===== config.mk =====
export PLATFORM = sky130hd
export DESIGN_NAME = dual_mac
export DESIGN_NICKNAME = d
export VERILOG_FILES = /design/src/rtl/mac_pkg.sv /design/src/rtl/mac_mult.sv /design/src/rtl/mac_lane.sv /design/src/rtl/dual_mac.sv
export SDC_FILE = /design/constraint.sdc
export NUM_CORES = 2
export LEC_CHECK = 0
export BUFFER_PORTS_ARGS = -buffer_cell sky130_fd_sc_hd__buf_2
export CORE_ASPECT_RATIO = 1.25
export CORE_UTILIZATION = 46
export CTS_CLUSTER_DIAMETER = 150
export DETAILED_ROUTE_END_ITERATION = 10
export SLEW_MARGIN = 15
export SYNTH_ARGS = -nofsm -noshare
export SYNTH_HDL_FRONTEND = slang
export SYNTH_SLANG_ARGS = --single-unit

===== constraint.sdc =====
create_clock -name clk -period 11.4 [get_ports clk]
set_clock_uncertainty 0.05 [all_clocks]
set_input_delay 1.14 -clock clk [delete_from_list [all_inputs] [get_ports clk]]
set_output_delay 1.14 -clock clk [all_outputs]
set_load 0.02 [all_outputs]

===== src/rtl/mac_pkg.sv =====
package mac_pkg;
  typedef enum logic [1:0] {
    MAC_LOAD    = 2'd0,
    MAC_ADD     = 2'd1,
    MAC_SUB     = 2'd2,
    MAC_MULONLY = 2'd3
  } mac_op_e;
endpackage


===== src/rtl/mac_mult.sv =====
module mac_mult #(
  parameter int OP_W = 16,
  localparam int PW  = 2 * OP_W
) (
  input  logic [OP_W-1:0] a_i,
  input  logic [OP_W-1:0] b_i,
  input  logic            int_mode_i,
  output logic [PW-1:0]   prod_o
);
  localparam logic [OP_W-1:0] MIN_OP = {1'b1, {(OP_W-1){1'b0}}};
  localparam logic [PW-1:0]   MAX_P  = {1'b0, {(PW-1){1'b1}}};

  logic signed [PW-1:0] full;
  logic                 corner;

  always_comb begin
    full   = PW'($signed(a_i)) * PW'($signed(b_i));
    corner = (a_i == MIN_OP) && (b_i == MIN_OP);
    if (int_mode_i)  prod_o = full;
    else if (corner) prod_o = MAX_P;
    else             prod_o = {full[PW-2:0], 1'b0};
  end
endmodule


===== src/rtl/mac_lane.sv =====
module mac_lane
  import mac_pkg::*;
#(
  parameter int OP_W  = 16,
  parameter int ACC_W = 40,
  localparam int PW   = 2 * OP_W,
  localparam int EXT  = ACC_W - PW
) (
  input  logic             clk,
  input  logic             rst_n,
  input  logic             valid_i,
  input  mac_op_e          op_i,
  input  logic             int_mode_i,
  input  logic             rnd_en_i,
  input  logic [PW-1:0]    prod_i,
  output logic [ACC_W-1:0] acc_o,
  output logic [OP_W-1:0]  res_o,
  output logic             ovf_o
);
  localparam logic [OP_W-1:0]  POS_SAT = {1'b0, {(OP_W-1){1'b1}}};
  localparam logic [OP_W-1:0]  NEG_SAT = {1'b1, {(OP_W-1){1'b0}}};
  localparam logic [ACC_W-1:0] RND_K   = {{(ACC_W-OP_W){1'b0}}, 1'b1, {(OP_W-1){1'b0}}};

  logic signed [ACC_W-1:0] acc_q, acc_d, prod_x, src, rounded, sel;
  logic [OP_W-1:0]         res_q, res_d;
  logic                    ovf_q, ovf_d, take_hi, fits;

  // next-state logic
  always_comb begin
    prod_x = {{EXT{prod_i[PW-1]}}, prod_i};
    unique case (op_i)
      MAC_LOAD: acc_d = prod_x;
      MAC_ADD:  acc_d = acc_q + prod_x;
      MAC_SUB:  acc_d = acc_q - prod_x;
      default:  acc_d = acc_q;
    endcase
    src     = (op_i == MAC_MULONLY) ? prod_x : acc_d;
    rounded = src + (RND_K & {ACC_W{rnd_en_i}});
    take_hi = !int_mode_i || rnd_en_i;
    sel     = take_hi ? (rounded >>> OP_W) : src;
    fits    = (&sel[ACC_W-1:OP_W-1]) || !(|sel[ACC_W-1:OP_W-1]);
    ovf_d   = !fits;
    if (fits)              res_d = sel[OP_W-1:0];
    else if (sel[ACC_W-1]) res_d = NEG_SAT;
    else                   res_d = POS_SAT;
  end

  // state registers with explicit clock enable
  always_ff @(posedge clk or negedge rst_n) begin
    if (!rst_n) begin
      acc_q <= '0;
      res_q <= '0;
      ovf_q <= 1'b0;
    end else if (valid_i) begin
      acc_q <= acc_d;
      res_q <= res_d;
      ovf_q <= ovf_d;
    end
  end

  assign acc_o = acc_q;
  assign res_o = res_q;
  assign ovf_o = ovf_q;

  a_r2_hold: assert property (@(posedge clk) disable iff (!rst_n)
    !valid_i |=> ($stable(acc_q) && $stable(res_q) && $stable(ovf_q)));

  a_r6_mulonly_keeps: assert property (@(posedge clk) disable iff (!rst_n)
    (valid_i && op_i == MAC_MULONLY) |=> $stable(acc_q));

  a_r6_load: assert property (@(posedge clk) disable iff (!rst_n)
    (valid_i && op_i == MAC_LOAD) |=> (acc_q == $past(prod_x)));

  a_r7_add_wraps: assert property (@(posedge clk) disable iff (!rst_n)
    (valid_i && op_i == MAC_ADD) |=> (acc_q == ACC_W'($past(acc_q) + $past(prod_x))));

  a_r10_sat_value: assert property (@(posedge clk) disable iff (!rst_n)
    ovf_q |-> (res_q == POS_SAT || res_q == NEG_SAT));
endmodule


===== src/rtl/dual_mac.sv =====
module dual_mac
  import mac_pkg::*;
#(
  parameter int OP_W  = 16,
  parameter int ACC_W = 40,
  parameter int LANES = 2,
  localparam int WW   = LANES * OP_W,
  localparam int PW   = 2 * OP_W
) (
  input  logic                   clk,
  input  logic                   rst_n,
  input  logic                   in_valid,
  input  logic [1:0]             op,
  input  logic                   int_mode,
  input  logic                   rnd_en,
  input  logic [WW-1:0]          src_a,
  input  logic [WW-1:0]          src_b,
  output logic [LANES*ACC_W-1:0] acc_o,
  output logic [WW-1:0]          dst,
  output logic [LANES-1:0]       ovf,
  output logic                   out_valid
);
  mac_op_e op_e;
  logic    vld_q;

  assign op_e = mac_op_e'(op);

  for (genvar g = 0; g < LANES; g++) begin : g_lane
    logic [PW-1:0] prod;

    mac_mult #(.OP_W(OP_W)) u_mul (
      .a_i        (src_a[g*OP_W +: OP_W]),
      .b_i        (src_b[g*OP_W +: OP_W]),
      .int_mode_i (int_mode),
      .prod_o     (prod)
    );

    mac_lane #(.OP_W(OP_W), .ACC_W(ACC_W)) u_lane (
      .clk        (clk),
      .rst_n      (rst_n),
      .valid_i    (in_valid),
      .op_i       (op_e),
      .int_mode_i (int_mode),
      .rnd_en_i   (rnd_en),
      .prod_i     (prod),
      .acc_o      (acc_o[g*ACC_W +: ACC_W]),
      .res_o      (dst[g*OP_W +: OP_W]),
      .ovf_o      (ovf[g])
    );
  end

  always_ff @(posedge clk or negedge rst_n) begin
    if (!rst_n) vld_q <= 1'b0;
    else        vld_q <= in_valid;
  end
  assign out_valid = vld_q;

  a_r2_valid_follows: assert property (@(posedge clk) disable iff (!rst_n)
    in_valid |=> out_valid);

  a_r2_no_spurious: assert property (@(posedge clk) disable iff (!rst_n)
    !in_valid |=> !out_valid);

  a_r4_min_square: assert property (@(posedge clk) disable iff (!rst_n)
    (in_valid && !int_mode && op_e == MAC_LOAD &&
     src_a[OP_W-1:0] == {1'b1, {(OP_W-1){1'b0}}} &&
     src_b[OP_W-1:0] == {1'b1, {(OP_W-1){1'b0}}})
    |=> (acc_o[ACC_W-1:0] == {{(ACC_W-PW+1){1'b0}}, {(PW-1){1'b1}}}));
endmodule


==> qor.yml <==
timing:
  report.final.setup_viol: 0
  rsz0062_at_grt: "true"
  fmax_ghz: 0.09026
  relSlewSlack: 0.2591
  final.period_utilization: 0.9719
  maxSlewViolCount: 0
  tightest_slew_ns: 1.105
  period_minus_slack_ns: 11.08
  fin_hold_ws_ns: 0.4383
  final-hold-violation-count: 0
finish:
  fin_util: 0.6008
  final_cell_mix: "buf_4 (854), inv_1 (605), nand2_1 (540), fa_1 (516), and2_1 (262)"
  syn2layout_area_growth_pct: 29.20
  nFillCells: 7028
  mostFrequentLayoutCell: "buf_4"
  seq_area_um2: 2878
  stdcell_count: 6353
  multi_input_comb_area_um2: 31550
  fin_area_um2: 46530
  drive_gt1_frac: 0.2737
  fin_nets: 6141
worst_setup_path:
  worst_r2r_endpoint: "g_lane[1].u_lane.res_o[9]"
  reg2regPathDepth: 23
  r2r_start: "g_lane[1].u_lane.acc_o[0]"
  critPathMaxStageDelay_ns: 0.59
  critPathKind: "input pin to register"
  reg2reg_setup_slack_ns: 5.73
  cp.arrival_ns: 11.39
  cp-end-kind: "register"
  critPathMaxFanout: 8
  required_ns: 11.71
  cp_slowest_cell: "fa_1"
  cpMostUsedCell: "fa_1"
  start_kind: "input pin"
grt:
  grt_pass1_wl_mm: 192.4
  antenna_found_initial: 2
  grt-ovfl-total: 0
  grt_usage: 0.3068
  grt_pass1_vias: 35249
  grt_max_degree: 68
logic_synthesis:
  synthCells: 4439
  ys_seq_elements: 115
  syn_area_um2: 36010
  seq_area_frac_synth: 0.07991
  synth_cell_types: 112
  syn_nets: 5285
  synth.avg_cell_area_um2: 8.113
  synth_edf_count: 0
  yosys_warnings: 0
  ys_async_sr_fraction: 1.000
  yosys_most_used_dff: "dfrtp_1"
route:
  drtIter0Drc: 2450
  first_pass_iters: 5
  drcViolationCount: 0
  ant_nets: 0
  drt-total-wl_mm: 122.3
  routedWlPerCell_um: 19.25
  vias: 35466
  viasPerCell: 5.583
die:
  rows: 114
  core_um2: 77450
  dieArea_um2: 79420
  io_pins: 186
  dieHeight_um: 314.8
  dieWidth_um: 252.3
  initial_core_util: 0.4650
hold_path:
  whs_endpoint: "g_lane[1].u_lane.res_o[15]"
  min_from: "g_lane[1].u_lane.res_o[15]"
  hold_class: "register to register"
  hold_depth: 2
run:
  maxCapViolations: 0
placed_design:
  placed_cell_area_um2: 43740
  io_buffers: 185
  hpwl_mm: 99.07
  placed_cells: 6267
  gp_congestion: 0.9576
clock_network:
  clk_transition_reported_paths_ns: 0.06
  cts_root_buf: "clkbuf_16"
  clk_path_buf_depth: 2
  cts_tree: "done"
  cts.sinks: 115
  h-tree-depth: 4
  postCtsHoldBufs: 0
  cts_buffers: 17
  clk_latency_ns: 0.46
run_status:
  status: "finished clean"
## flip-flops by register name, indices dropped and copies added (netlist names)
name	count
g_lane.u_lane.res_o	32
g_lane.u_lane.ovf_o	2
out_valid	1
g_lane.u_lane.acc_o	80
## worst max-delay path by stage
| stage | from | endpoint |
|---|---|---|
| 6_report | src_a[22] | g_lane[1].u_lane.res_o[9] |
| 2_1_floorplan | src_b[23] | g_lane[1].u_lane.res_o[4] |
| 5_1_grt | src_a[22] | g_lane[1].u_lane.res_o[0] |
| 3_3_place_gp | src_a[25] | g_lane[1].u_lane.res_o[9] |
| 4_1_cts | src_a[23] | g_lane[1].u_lane.res_o[0] |
| 3_5_place_dp | src_a[26] | g_lane[1].u_lane.res_o[13] |
## repair_timing
item | CTS | global route
gates resized for setup | 7 | 405
setup buffers | 3 | 50
endpoints found under the setup margin | 16 | 34
hold endpoints to repair | 0 | 0
pin swaps | 1 | 149
gates cloned | 0 | 1
## Yosys cell counts (28+ instances only)
library cell	n	area (um^2)
clkbuf_1	188	705.7
o22ai_1	28	175.2
nor3_1	48	240.2
o21ai_0	174	870.8
nand2b_1	45	281.5
a21oi_1	218	1091
ha_1	249	3115
nor2_1	276	1036
xnor2_1	128	1121
and3_1	32	200.2
xor2_1	75	656.9
nand4_1	37	231.5
dfrtp_1	115	2878
nand2_1	549	2061
fa_1	526	10530
inv_1	622	2335
a31oi_1	61	381.6
nand3_1	74	370.4
a21o_1	71	533.0
nor4_1	30	187.7
o211ai_1	36	270.3
o21a_1	48	360.4
and2_1	274	1714
## critical path: cells and delay by family
family	cells	cell delay [ns]
buf+inv	7	0.75
fa+ha+maj	8	3.69
xor+xnor	2	0.49
simple gates	13	2.77
compound gates	12	2.55
## metal layers
metal	share of wire	GRT usage	up-vias
li1	-	-	16566
met1	0.42	0.4092	17451
met2	0.48	0.5213	1217
met3	0.062	0.03228	228
met4	0.034	0.09669	4
met5	0.00022	0	-
## cell families (layout without fill, tap and decap cells)
family,after synthesis,in the layout,share of synthesized area
and+or+nand+nor,1488,1488,0.2022
AOI/OAI and AO/OA,973,973,0.1889
buffers and inverters,850,1719,0.09016
adders and majority gates,775,775,0.3789
xor gates and xnor gates,205,205,0.05062
DFF,115,115,0.07991
muxes,33,33,0.009380
other,0,1,0
## cell type report
| cell class | instances | share of cell area |
|---|---|---|
| tap | 1044 | 0.02807 |
| clock buffer | 17 | 0.009142 |
| timing repair buffer | 1064 | 0.1692 |
| clock inverter | 15 | 0.003415 |
| multi-input combinational | 3474 | 0.6780 |
| inverter | 623 | 0.05026 |
| sequential | 115 | 0.06185 |
| antenna | 1 | 0.00005378 |
## stage by stage
step | TNS (ns) | worst slack (ns)
finish | 0 | 0.3207
global route | -1.336 | -0.1624
CTS | 0 | 0.003626
detailed placement | -13.76 | -0.6957
global placement | -9.091 | -0.4153
floorplan | 0 | 0.0002967
Power is not shown: default switching activity piles up to over one toggle a cycle in this logic, so the estimate is an artifact.
